### config.mk
export PLATFORM = sky130hd
export DESIGN_NAME = sib_addr_gen
export DESIGN_NICKNAME = d
export VERILOG_FILES = /design/src/rtl/sib_pkg.sv /design/src/rtl/sib_ctrl.sv /design/src/rtl/sib_disp_asm.sv /design/src/rtl/sib_agu.sv /design/src/rtl/sib_addr_gen.sv
export SDC_FILE = /design/constraint.sdc
export NUM_CORES = 1
export LEC_CHECK = 0
export BUFFER_PORTS_ARGS = -buffer_cell sky130_fd_sc_hd__buf_2
export CAP_MARGIN = 10
export CELL_PAD_IN_SITES_DETAIL_PLACEMENT = 0
export CELL_PAD_IN_SITES_GLOBAL_PLACEMENT = 1
export CORE_MARGIN = 5
export CORE_UTILIZATION = 43
export CTS_CLUSTER_SIZE = 40
export DETAILED_ROUTE_END_ITERATION = 10
export PLACE_DENSITY = 0.95
export SLEW_MARGIN = 20
export SYNTH_ARGS = -nofsm -noshare
export SYNTH_HDL_FRONTEND = slang
export SYNTH_SLANG_ARGS = --single-unit
### constraint.sdc
create_clock -name clk -period 7.4 [get_ports clk]
set_input_delay 1.11 -clock clk [delete_from_list [all_inputs] [get_ports clk]]
set_output_delay 1.11 -clock clk [all_outputs]
set_load 0.01 [all_outputs]
### src/rtl/sib_pkg.sv
package sib_pkg;

  localparam int BYTE_W = 8;
  localparam int DISP_W = 32;
  localparam int LEN_W  = 3;

  typedef enum logic [2:0] {
    ST_IDLE,
    ST_SIB,
    ST_DISP,
    ST_DONE,
    ST_UNSUP
  } sib_state_t;

  typedef struct packed {
    logic [1:0] scale;
    logic [2:0] index;
    logic [2:0] base;
  } sib_fields_t;

  localparam logic [2:0] SEL_SCALED = 3'b100;
  localparam logic [2:0] IDX_NONE   = 3'b100;
  localparam logic [2:0] BASE_DISP  = 3'b101;

  localparam logic [1:0] MODE_NODISP = 2'b00;
  localparam logic [1:0] MODE_D8     = 2'b01;
  localparam logic [1:0] MODE_D32    = 2'b10;
  localparam logic [1:0] MODE_REG    = 2'b11;

  // Number of displacement bytes implied by the mode and the base code.
  function automatic logic [LEN_W-1:0] disp_len(input logic [1:0] mode,
                                                 input logic [2:0] base);
    logic [LEN_W-1:0] n;
    case (mode)
      MODE_D8:     n = 3'd1;
      MODE_D32:    n = 3'd4;
      MODE_NODISP: n = (base == BASE_DISP) ? 3'd4 : 3'd0;
      default:     n = 3'd0;
    endcase
    return n;
  endfunction

endpackage

### src/rtl/sib_ctrl.sv
module sib_ctrl
  import sib_pkg::*;
(
  input  logic                clk,
  input  logic                rst_n,
  input  logic                in_valid,
  input  logic [BYTE_W-1:0]   in_data,
  output logic                in_ready,
  output logic                done,
  output logic                unsup,
  output logic [LEN_W-1:0]    count,
  output logic [1:0]          mode_q,
  output sib_fields_t         sib_q,
  output logic [LEN_W-1:0]    len_q,
  output logic                disp_clr,
  output logic                disp_we,
  output logic [1:0]          disp_idx
);

  sib_state_t      st, st_n;
  logic            fire;
  logic            scaled_form;
  logic [LEN_W-1:0] len_new;
  logic [1:0]      idx_q;

  assign in_ready    = (st == ST_IDLE) || (st == ST_SIB) || (st == ST_DISP);
  assign fire        = in_valid && in_ready;
  assign scaled_form = (in_data[2:0] == SEL_SCALED) && (in_data[7:6] != MODE_REG);
  assign len_new     = disp_len(mode_q, in_data[2:0]);

  always_comb begin
    st_n = st;
    case (st)
      ST_IDLE: if (fire) st_n = scaled_form ? ST_SIB : ST_UNSUP;
      ST_SIB:  if (fire) st_n = (len_new == '0) ? ST_DONE : ST_DISP;
      ST_DISP: if (fire && ({1'b0, idx_q} == len_q - 3'd1)) st_n = ST_DONE;
      ST_DONE:  st_n = ST_IDLE;
      ST_UNSUP: st_n = ST_IDLE;
      default:  st_n = ST_IDLE;
    endcase
  end

  always_ff @(posedge clk or negedge rst_n) begin
    if (!rst_n) begin
      st     <= ST_IDLE;
      mode_q <= '0;
      sib_q  <= '0;
      len_q  <= '0;
      idx_q  <= '0;
    end else begin
      st <= st_n;
      if (st == ST_IDLE && fire) mode_q <= in_data[7:6];
      if (st == ST_SIB && fire) begin
        sib_q <= sib_fields_t'(in_data);
        len_q <= len_new;
        idx_q <= '0;
      end
      if (st == ST_DISP && fire) idx_q <= idx_q + 2'd1;
    end
  end

  assign done     = (st == ST_DONE);
  assign unsup    = (st == ST_UNSUP);
  assign count    = unsup ? 3'd1 : (done ? 3'd2 + len_q : 3'd0);
  assign disp_clr = (st == ST_SIB) && fire;
  assign disp_we  = (st == ST_DISP) && fire;
  assign disp_idx = idx_q;

endmodule

### src/rtl/sib_disp_asm.sv
module sib_disp_asm
  import sib_pkg::*;
(
  input  logic               clk,
  input  logic               rst_n,
  input  logic               clr,
  input  logic               we,
  input  logic [1:0]         idx,
  input  logic [BYTE_W-1:0]  din,
  input  logic [LEN_W-1:0]   len,
  output logic [DISP_W-1:0]  disp_ext
);

  logic [DISP_W-1:0] raw;

  // Bytes land least significant first.
  always_ff @(posedge clk or negedge rst_n) begin
    if (!rst_n)   raw <= '0;
    else if (clr) raw <= '0;
    else if (we)  raw[{idx, 3'b000} +: BYTE_W] <= din;
  end

  always_comb begin
    case (len)
      3'd1:    disp_ext = {{(DISP_W-BYTE_W){raw[BYTE_W-1]}}, raw[BYTE_W-1:0]};
      3'd4:    disp_ext = raw;
      default: disp_ext = '0;
    endcase
  end

endmodule

### src/rtl/sib_agu.sv
module sib_agu
  import sib_pkg::*;
#(
  parameter int NREG = 8,
  parameter int RW   = 32
) (
  input  logic [NREG*RW-1:0] reg_file,
  input  logic [1:0]         mode,
  input  sib_fields_t        sib,
  input  logic [RW-1:0]      disp,
  output logic [RW-1:0]      addr
);

  logic [RW-1:0] regs [NREG];
  logic [RW-1:0] base_v, idx_raw, idx_v;

  for (genvar g = 0; g < NREG; g++) begin : g_unpack
    assign regs[g] = reg_file[g*RW +: RW];
  end

  assign base_v  = (mode == MODE_NODISP && sib.base == BASE_DISP) ? '0 : regs[sib.base];
  assign idx_raw = (sib.index == IDX_NONE) ? '0 : regs[sib.index];

  always_comb begin
    case (sib.scale)
      2'd0:    idx_v = idx_raw;
      2'd1:    idx_v = {idx_raw[RW-2:0], 1'b0};
      2'd2:    idx_v = {idx_raw[RW-3:0], 2'b00};
      default: idx_v = {idx_raw[RW-4:0], 3'b000};
    endcase
  end

  assign addr = base_v + idx_v + disp;

endmodule

### src/rtl/sib_addr_gen.sv
module sib_addr_gen
  import sib_pkg::*;
#(
  parameter int NREG = 8,
  parameter int RW   = 32
) (
  input  logic               clk,
  input  logic               rst_n,
  input  logic               in_valid,
  output logic               in_ready,
  input  logic [7:0]         in_data,
  input  logic [NREG*RW-1:0] reg_file,
  output logic               out_done,
  output logic               out_unsup,
  output logic [RW-1:0]      out_addr,
  output logic [2:0]         out_count
);

  logic [1:0]       mode_q;
  sib_fields_t      sib_q;
  logic [LEN_W-1:0] len_q;
  logic             disp_clr, disp_we;
  logic [1:0]       disp_idx;
  logic [DISP_W-1:0] disp_ext;
  logic [RW-1:0]    sum;

  sib_ctrl u_ctrl (
    .clk(clk), .rst_n(rst_n), .in_valid(in_valid), .in_data(in_data),
    .in_ready(in_ready), .done(out_done), .unsup(out_unsup), .count(out_count),
    .mode_q(mode_q), .sib_q(sib_q), .len_q(len_q),
    .disp_clr(disp_clr), .disp_we(disp_we), .disp_idx(disp_idx)
  );

  sib_disp_asm u_disp (
    .clk(clk), .rst_n(rst_n), .clr(disp_clr), .we(disp_we), .idx(disp_idx),
    .din(in_data), .len(len_q), .disp_ext(disp_ext)
  );

  sib_agu #(.NREG(NREG), .RW(RW)) u_agu (
    .reg_file(reg_file), .mode(mode_q), .sib(sib_q),
    .disp(RW'(disp_ext)), .addr(sum)
  );

  assign out_addr = out_done ? sum : '0;

endmodule

==> flow_metrics.env, run 1 <==
export IMPL_clock_latency_ns=0.29
export IMPL_netlist_area_sq_um=9558
export IMPL_synth_edf_count=0
export IMPL_grt_max_degree=66
export IMPL_cp_required_ns=6.29
export IMPL_fin_nets=1607
export IMPL_groute_usage_overall=0.2702
export IMPL_finClkSkew_ns=0.004383
export IMPL_dieHeight_microns=159.1
export IMPL_path_class="reg2out"
export IMPL_antenna_found_initial=10
export IMPL_fillCellCount=2055
export IMPL_synthToLayoutAreaGrowth_pct=19.40
export IMPL_drive_gt1_frac=0.3645
export IMPL_post_cts_buffers=0
export IMPL_drtIter0Drc=860
export IMPL_setup_viol=0
export IMPL_syn_area_per_cell_sq_um=9.298
export IMPL_viasPerCell=6.297
export IMPL_path_buf_inv=3
export IMPL_tns_ns=0
export IMPL_initial_core_util=0.4380
export IMPL_numPortBuffers=304
export IMPL_yosysUniqueCellTypes=60
export IMPL_drt_drc_violations_left=0
export IMPL_ctsHtreeMaxLevel=2
export IMPL_cts_path_max_buffers=2
export IMPL_fmax_mhz=153.5
export IMPL_max_stage_delay_ns=0.74
export IMPL_grt_first_pass_wirelength_mm=55.63
export IMPL_tightest_slew_ns=1.014
export IMPL_cts_root_buf="clkbuf_16"
export IMPL_fin_crit_ns=6.516
export IMPL_hpwl_mm=29.87
export IMPL_dieArea_sq_um=25310
export IMPL_syn_nets=1363
export IMPL_worstSetupEndpointType="primary output"
export IMPL_grt_pass1_vias=9706
export IMPL_critPathMostFrequentCell="mux2i_1"
export IMPL_maxCapViolCount=0
export IMPL_synth_seq_area_share=0.1283
export IMPL_numClockSinks=49
export IMPL_path_clk_slew_ns=0.07
export IMPL_worst_setup_path_start_kind="register"
export IMPL_path_delay_family="compound AO/OA/AOI/OAI gates"
export IMPL_status="complete, no violations"
export IMPL_critPathSlowestCell="dfrtp_4"
export IMPL_core_sq_um=21820
export IMPL_yosysTopAreaCellShare=0.2286
export IMPL_slew_violations=0
export IMPL_worstPathCellList="buf_4, mux4_2, o21ai_1, mux2i_1, mux2i_1, fa_1, inv_1, ha_1, a21oi_1, o211ai_1, a22oi_1, a211oi_1, a22oi_1, mux2i_1, buf_2"
export IMPL_ys_seq_elements=49
export IMPL_synth_top_area_cell="mux4_2"
export IMPL_cts_buffers_inserted=5
export IMPL_rows=54
export IMPL_wire_per_inst_microns=23.33
export IMPL_fp_dieW_microns=159.1
export IMPL_synthArstFlopShare=1.000
export IMPL_slew_headroom=0.3228
export IMPL_syn_inst=1028
export IMPL_synth_ff_type="dfrtp_1"
export IMPL_drt_pass1_iter_count=5
export IMPL_ctsHoldBuffers=0
export IMPL_arrival_ns=5.41
export IMPL_path_max_fanout=32
export IMPL_rsz0062_at_grt="false"
export IMPL_ant_nets=0
export IMPL_finalWirelength_mm=36.39
export IMPL_post_route_period_util=0.8806
export IMPL_overflow=0
export IMPL_cts_tree="yes"
export IMPL_num_io_pins=305
export IMPL_place_gp_congestion=0.9840
export IMPL_hold_class="reg2reg"
export IMPL_cts_resized=0
export IMPL_ys_warn_count=0
export IMPL_hold_viol_final=0
export IMPL_vias=9823
export IMPL_synth_area_leaders="mux4_2 23%, dfrtp_1 13%, mux2i_1 7.5%, fa_1 6.7%, nand2_1 5.7%"
==> cell usage in the layout, fill, tap and decap left out, types with 31 or more instances in the layout <==
cell type and n:
ha_1 36, buf_2 303, dfrtp_1 43, mux4_2 97, mux2_1 31, a22o_1 33, a21o_1 43, fa_1 32
inv_1 70, o21ai_1 42, a21oi_1 41, mux2i_1 72, nand2_1 145
==> metal layers <==
layer | wire length (microns) | track usage | up-vias | share of wire
met1 | 14510 | 0.3621 | 4773 | 0.40
met2 | 17250 | 0.4405 | 610 | 0.47
li1 | - | - | 4363 | -
met5 | 40 | 0 | - | 0.0011
met3 | 3593 | 0.06342 | 71 | 0.099
met4 | 998 | 0.07445 | 6 | 0.027
==> stage by stage <==
stage	instances	worst slack, ns	utilization	cell area [sq um]	hold WS (ns)
6_report	1560	0.8839	0.5229	11410	0.5098
5_1_grt	1560	0.5195	0.5229	11410	0.5225
4_1_cts	1553	0.9771	0.5220	11390	0.5127
3_5_place_dp	1545	1.244	0.5153	11250	0.4943
3_3_place_gp	1545	1.258	0.5153	11250	0.4893
2_1_floorplan	1028	1.892	-	9558	0.4554
==> state kept, by name, summed over array words and instances (netlist names) <==
register,cells
u_ctrl.sib_q,8
u_ctrl.st,3
u_ctrl.mode_q,2
u_ctrl.len_q,2
u_disp.raw,32
u_ctrl.disp_idx,2
==> synthesized netlist by cell type, drive strengths merged, types with 4 or more instances <==
library cell	count
nand3	14
a21o	43
o21ai	50
a22o	33
mux2	62
clkbuf	49
buf	32
xor2	5
dfrtp	49
ha	36
o21a	13
inv	73
and4	4
a22oi	30
a31oi	6
xnor2	7
nand2b	8
a21oi	41
fa	32
nor2	27
or2	4
or3	7
mux4	97
mux2i	72
nor3	20
nor3b	4
nand4	4
and2	6
nor2b	10
a211oi	4
nand2	145
==> final cells by class <==
type / count / area, sq um / area share
Antenna cell: 7 / 17.52 / 0.001535
Clock buffer: 5 / 125.1 / 0.01096
Clock inverter: 3 / 21.27 / 0.001864
Inverter: 73 / 274.0 / 0.02401
Multi-Input combinational cell: 825 / 7731 / 0.6774
Sequential cell: 49 / 1239 / 0.1085
Tap cell: 280 / 350.3 / 0.03070
Timing Repair Buffer: 318 / 1654 / 0.1449
==> cell families after synthesis <==
kind of cell,after synthesis,share of synthesized area
buffers and inverters,154,0.06310
muxes,231,0.3774
xor gates and xnor gates,12,0.01100
and+or+nand+nor,265,0.1268
DFF,49,0.1283
AOI/OAI and AO/OA,249,0.1792
adders and majority gates,68,0.1142
==> worst paths after layout <==
kind                                 start              end  slack, ns  cells past startpoint
min                         u_disp.raw[16]   u_disp.raw[16]       0.51                      1
min reg2reg                 u_disp.raw[16]   u_disp.raw[16]       0.51                      1
min in group asynchronous            rst_n  u_ctrl.sib_q[0]       0.84                      1
max                        u_ctrl.sib_q[3]     out_addr[27]       0.88                     15
max in group asynchronous            rst_n  u_ctrl.sib_q[3]       6.10                      1
max reg2reg                   u_ctrl.st[2]    u_disp.raw[6]       4.91                      4
Power of run 1 is not shown: default switching activity piles up to over one toggle a cycle in this logic, so the estimate is an artifact.
==> run 2: changes to the inputs <==
RECOVER_POWER = 100   (was default)
SYNTH_HIERARCHICAL = 1   (was default)
==> flow_metrics.env, run 2 <==
export IMPL_placed_area_sq_um=11260
export IMPL_drive_gt1_frac=0.4276
export IMPL_synth_seq_area_share=0.1284
export IMPL_path_class="reg2out"
export IMPL_worstSetupEndpointType="primary output"
export IMPL_num_io_pins=305
export IMPL_critPathMostFrequentCell="a21oi_1"
export IMPL_slew_headroom=-0.8081
export IMPL_path_max_fanout=49
export IMPL_ctsHoldBuffers=0
export IMPL_netlist_area_sq_um=9547
export IMPL_synth_most_common_cell="mux4_2"
export IMPL_vias=9346
export IMPL_worst_setup_path_start_kind="register"
export IMPL_slew_violations=71
export IMPL_drt_pass1_iter_count=5
export IMPL_synth_edf_count=0
export IMPL_final_cell_area_sq_um=11310
export IMPL_ys_warn_count=6
export IMPL_syn_nets=1284
export IMPL_clock_latency_ns=0.29
export IMPL_grt_first_pass_wirelength_mm=55.10
export IMPL_grt_max_degree=50
export IMPL_syn_inst=950
export IMPL_ctsHtreeMaxLevel=2
export IMPL_reg_top3="u_disp/raw (32), u_ctrl/sib_q (8), u_ctrl/st (3)"
export IMPL_status="finished, violations left"
export IMPL_yosysTopAreaCellShare=0.2265
export IMPL_ant_nets=0
export IMPL_hold_class="reg2reg"
export IMPL_rsz0062_at_grt="false"
export IMPL_groute_usage_overall=0.2684
export IMPL_hpwl_mm=29.51
export IMPL_fin_crit_ns=6.916
export IMPL_final_common_cell="buf_2"
export IMPL_rows=54
export IMPL_synth_ff_type="dfrtp_1"
export IMPL_finalWirelength_mm=35.50
export IMPL_cts_buffers_inserted=5
export IMPL_overflow=0
export IMPL_initial_core_util=0.4374
export IMPL_yosys_top_cells_count="96 x mux4_2, 84 x nor2_1, 68 x mux2i_1"
export IMPL_top_register="u_disp/raw"
export IMPL_arrival_ns=5.81
export IMPL_post_route_period_util=0.9346
export IMPL_numPortBuffers=304
export IMPL_synth_top_area_cell="mux4_2"
export IMPL_dieArea_sq_um=25280
export IMPL_fmax_mhz=144.6
export IMPL_yosysUniqueCellTypes=77
export IMPL_path_clk_slew_ns=0.06
export IMPL_critPathSlowestCell="dfrtp_2"
export IMPL_viasPerCell=6.277
export IMPL_numClockSinks=49
export IMPL_max_stage_delay_ns=0.64
export IMPL_synth_area_leaders="mux4_2 23%, dfrtp_1 13%, mux2_2 7.9%, mux2i_1 7.1%, fa_1 6.7%"
export IMPL_synthArstFlopShare=1.000
export IMPL_antenna_found_initial=6
export IMPL_grt_pass1_vias=9571
export IMPL_worstPathCellList="buf_12, mux2_2, a22oi_1, nor2_1, a21oi_1, mux2i_1, mux2_1, fa_1, ha_1, a21oi_1, o21ai_0, a2bb2oi_1, o21ai_2, o22ai_1, o31ai_4, a311oi_1, xnor2_1, and2_2, clkbuf_1"
export IMPL_maxCapViolCount=2
export IMPL_cts_resized=0
export IMPL_tightest_slew_ns=2.712
export IMPL_cts_root_buf="clkbuf_16"
export IMPL_post_cts_buffers=0
export IMPL_wire_per_inst_microns=23.84
export IMPL_place_gp_congestion=0.9581
export IMPL_ys_seq_elements=49
export IMPL_finClkSkew_ns=0.004992
export IMPL_syn_area_per_cell_sq_um=10.05
export IMPL_drt_drc_violations_left=0
export IMPL_cp_required_ns=6.29
export IMPL_core_sq_um=21820
export IMPL_cts_path_max_buffers=2
export IMPL_hold_viol_final=0
export IMPL_cts_tree="yes"
export IMPL_violations="capacitance limit, slew limit"
export IMPL_dieHeight_microns=159
export IMPL_drtIter0Drc=774
export IMPL_layout_common_cells="272 x buf_2, 96 x mux4_2, 84 x nor2_1"
export IMPL_fillCellCount=2024
export IMPL_fin_nets=1535
export IMPL_largest_reg_flops=32
export IMPL_synthToLayoutAreaGrowth_pct=18.47
export IMPL_fp_dieW_microns=159
export IMPL_setup_viol=0
export IMPL_tns_ns=0
==> run 2: changes by cell type after synthesis, moves of 20 or more <==
cell and delta:
and2_2 +32, nand2_1 -107, o21ai_1 -42, mux2_2 +37, nor2_1 +57, a22o_1 -33
a21oi_1 +20, inv_1 -29, mux2_1 -31
==> run 2: layout make-up <==
type                       instances  area, sq um  share of cell area
tap                              280        350.3             0.03098
antenna                            7        17.52            0.001549
clock inverter                     2        35.03            0.003098
multi-input combinational        783         7735              0.6839
sequential                        49         1237              0.1094
inverter                          42        157.7             0.01394
clock buffer                       6        128.9             0.01140
timing repair buffer             320         1648              0.1457
==> run 2: stage by stage <==
step | setup WS, ns | util | hold slack (ns) | instances
final | 0.4842 | 0.5182 | 0.5005 | 1489
after global routing | 0.1967 | 0.5179 | 0.5133 | 1486
after CTS | 0.7303 | 0.5233 | 0.5017 | 1482
after detailed placement | 0.8217 | 0.5158 | 0.4875 | 1474
after global placement | 0.8966 | 0.5158 | 0.4761 | 1474
after floorplan | 1.503 | - | 0.4640 | 950
==> run 2: cell families after synthesis <==
| logic type | count (synthesis) | synth area share |
|---|---|---|
| mux | 231 | 0.3768 |
| simple gates | 231 | 0.1274 |
| compound gates | 225 | 0.1734 |
| buf+inv | 118 | 0.05491 |
| fa+ha+maj | 67 | 0.1130 |
| other cells | 1 | 0.0003928 |
| xor+xnor | 28 | 0.02569 |
| flops | 49 | 0.1284 |
==> run 2: final timing paths <==
path / start / end / slack, ns / cells after the start
max: u_ctrl/sib_q[4] / out_addr[30] / 0.48 / 19
min: u_disp/raw[14] / u_disp/raw[14] / 0.50 / 1
max reg2reg: u_ctrl/st[0] / u_disp/raw[23] / 4.40 / 4
min reg2reg: u_disp/raw[14] / u_disp/raw[14] / 0.50 / 1
max in group asynchronous: rst_n / u_ctrl/sib_q[3] / 3.81 / 1
min in group asynchronous: rst_n / u_ctrl/sib_q[4] / 1.66 / 1
==> run 2: routing by layer <==
metal  track usage  vias up  wire (microns)
met1        0.3641     4559           13950
met4       0.06786        4             787
li1              -     4147               -
met5             0        -              27
met3       0.06653       54            3970
met2        0.4332      582           16770
==> run 2: critical path, delay by kind of cell (launching register included) <==
family | cells | cell delay [ns]
multiplexers | 3 | 0.86
XOR/XNOR | 1 | 0.17
AND/OR/NAND/NOR | 2 | 0.26
flip-flops | 1 | 0.64
buffers and inverters | 2 | 0.47
AO/OA/AOI/OAI | 9 | 2.20
adder cells (fa/ha/maj) | 2 | 0.86
Power of run 2 is left out for the same reason.
==> run 3: changes to the inputs <==
ABC_AREA = 1   (was default)
CORE_UTILIZATION = 39   (was 43)
==> flow_metrics.env, run 3 <==
export IMPL_status="finished, violations left"
export IMPL_violations="capacitance limit, slew limit"
export IMPL_cts_root_buf="clkbuf_16"
export IMPL_fillCellCount=3103
export IMPL_largest_reg_flops=32
export IMPL_tns_ns=0
export IMPL_netlist_area_sq_um=10890
export IMPL_arrival_ns=5.63
export IMPL_fmax_mhz=148.3
export IMPL_numPortBuffers=304
export IMPL_fin_nets=2469
export IMPL_synth_ff_type="dfrtp_1"
export IMPL_syn_inst=1931
export IMPL_drive_gt1_frac=0.1503
export IMPL_yosys_top_cells_count="444 x nand2_1, 270 x o21ai_0, 254 x inv_1"
export IMPL_worst_setup_path_start_kind="register"
export IMPL_r2r_cells=9
export IMPL_path_max_fanout=26
export IMPL_dieHeight_microns=177.1
export IMPL_r2r_end="u_disp/raw[26]"
export IMPL_finalWirelength_mm=48.85
export IMPL_setup_viol=0
export IMPL_cts_tree="yes"
export IMPL_min_from="u_disp/raw[24]"
export IMPL_path_clk_slew_ns=0.07
export IMPL_synth_seq_area_share=0.1126
export IMPL_yosysTopAreaCellShare=0.1530
export IMPL_cp_required_ns=6.29
export IMPL_worstPathCellList="inv_1, clkbuf_2, nor2_1, o21ai_0, o21ai_0, a31oi_1, fa_1, ha_1, nand2_1, nor4_1, nand2_1, nand2_1, nand2_1, nand2_1, nand3_1, nand2_1, nand2_1, inv_1, clkbuf_1"
export IMPL_synth_top_area_cell="nand2_1"
export IMPL_ys_seq_elements=49
export IMPL_clock_latency_ns=0.29
export IMPL_wire_per_inst_microns=19.43
export IMPL_synth_area_leaders="nand2_1 15%, o21ai_0 12%, dfrtp_1 11%, inv_1 8.8%, a21oi_1 6.8%"
export IMPL_synth_most_common_cell="nand2_1"
export IMPL_synthArstFlopShare=1.000
export IMPL_min_delay_path_depth=2
export IMPL_cts_path_max_buffers=2
export IMPL_max_stage_delay_ns=0.70
export IMPL_finClkSkew_ns=0.01033
export IMPL_cts_resized=0
export IMPL_overflow=0
export IMPL_dieArea_sq_um=31370
export IMPL_vias=14140
export IMPL_grt_max_degree=212
export IMPL_critPathMostFrequentCell="nand2_1"
export IMPL_ant_nets=0
export IMPL_synth_edf_count=0
export IMPL_viasPerCell=5.626
export IMPL_ctsHtreeMaxLevel=2
export IMPL_antenna_found_initial=0
export IMPL_drt_drc_violations_left=0
export IMPL_fin_crit_ns=6.743
export IMPL_reg_top3="u_disp/raw (32), u_ctrl/sib_q (8), u_ctrl/st (3)"
export IMPL_r2r_slack_ns=4.77
export IMPL_hold_viol_final=0
export IMPL_numClockSinks=49
export IMPL_post_cts_buffers=0
export IMPL_fp_dieW_microns=177.1
export IMPL_cts_buffers_inserted=5
export IMPL_hold_class="reg2reg"
export IMPL_slew_violations=50
export IMPL_yosysUniqueCellTypes=45
export IMPL_hpwl_mm=38.59
export IMPL_antennaDiodeCount=0
export IMPL_worstHoldEndpoint="u_disp/raw[24]"
export IMPL_place_gp_congestion=0.9880
export IMPL_drtIter0Drc=1922
export IMPL_rows=61
export IMPL_core_sq_um=27710
export IMPL_top_register="u_disp/raw"
export IMPL_synthToLayoutAreaGrowth_pct=14.37
export IMPL_num_io_pins=305
export IMPL_initial_core_util=0.3931
export IMPL_r2r_start="u_ctrl/st[0]"
export IMPL_layout_common_cells="448 x nand2_1, 277 x buf_2, 277 x o21ai_0"
export IMPL_drt_pass1_iter_count=6
export IMPL_final_common_cell="nand2_1"
export IMPL_ys_warn_count=6
export IMPL_path_class="reg2out"
export IMPL_rsz0062_at_grt="false"
export IMPL_post_route_period_util=0.9112
export IMPL_grt_pass1_vias=13330
export IMPL_grt_first_pass_wirelength_mm=74.69
export IMPL_worstSetupEndpointType="primary output"
export IMPL_groute_usage_overall=0.2972
export IMPL_maxCapViolCount=1
export IMPL_syn_nets=2265
export IMPL_critPathSlowestCell="inv_1"
export IMPL_tightest_slew_ns=2.668
export IMPL_ctsHoldBuffers=0
export IMPL_slew_headroom=-0.7789
export IMPL_syn_area_per_cell_sq_um=5.640
[run 3: cell types whose count changed after synthesis, sizes merged, moves of 29 or more]
cell,delta
and2,-33
nor2,+114
nand3,+104
o211ai,+73
a22oi,-29
a21o,-34
inv,+226
mux2i,-68
mux4,-96
o21ai,+270
mux2,-67
nand2,+412
a21oi,+85
buf,+44
[run 3: final cells by class]
class	count	area, sq um	share of cell area
Clock buffer	5	125.1	0.01005
Clock inverter	3	22.52	0.001808
Inverter	268	1006	0.08076
Multi-Input combinational cell	1493	7983	0.6409
Sequential cell	49	1239	0.09945
Tap cell	378	473.0	0.03797
Timing Repair Buffer	318	1608	0.1291
[run 3: worst max-delay path: cells and delay by family (launching register included)]
family	cells	cell delay (ns)
compound gates	3	0.81
fa+ha+maj	2	0.88
buf+inv	4	1.55
flops	1	0.59
simple gates	10	1.47
[run 3: logic make-up after synthesis]
family,share of synthesized area
AO/OA/AOI/OAI,0.3047
XOR/XNOR,0.02171
adder cells (fa/ha/maj),0.09903
buffers and inverters,0.1517
flip-flops,0.1126
other,0.0003443
AND/OR/NAND/NOR,0.3100
[run 3: routing by layer]
| layer | part of all wire | up-vias | track usage | wire length, microns |
|---|---|---|---|---|
| met4 | 0.048 | 0 | 0.1219 | 2354 |
| met5 | 0 | - | 0 | 0 |
| met3 | 0.075 | 114 | 0.02499 | 3656 |
| met1 | 0.41 | 6521 | 0.3888 | 20130 |
| li1 | - | 6791 | - | - |
| met2 | 0.46 | 717 | 0.5056 | 22710 |
[run 3: how the worst max path moves through the flow]
stage                    startpoint            to
CTS                 u_ctrl/sib_q[0]  out_addr[31]
finish              u_ctrl/sib_q[0]  out_addr[31]
floorplan              reg_file[33]  out_addr[21]
global route        u_ctrl/sib_q[0]  out_addr[31]
detailed placement  u_ctrl/sib_q[0]  out_addr[31]
global placement    u_ctrl/sib_q[0]  out_addr[31]
[run 3: stage by stage]
stage               cell area, sq um  hold slack, ns  std cells    util  setup slack (ns)
global placement               12380          0.4653       2506  0.4470             1.393
global route                   12460          0.5095       2514  0.4496            0.2754
finish                         12460          0.4806       2514  0.4496            0.6573
CTS                            12530          0.4831       2514  0.4523             1.013
floorplan                      10890          0.4435       1931       -             2.490
detailed placement             12380          0.4652       2506  0.4470             1.355
Power of run 3 is left out for the same reason.
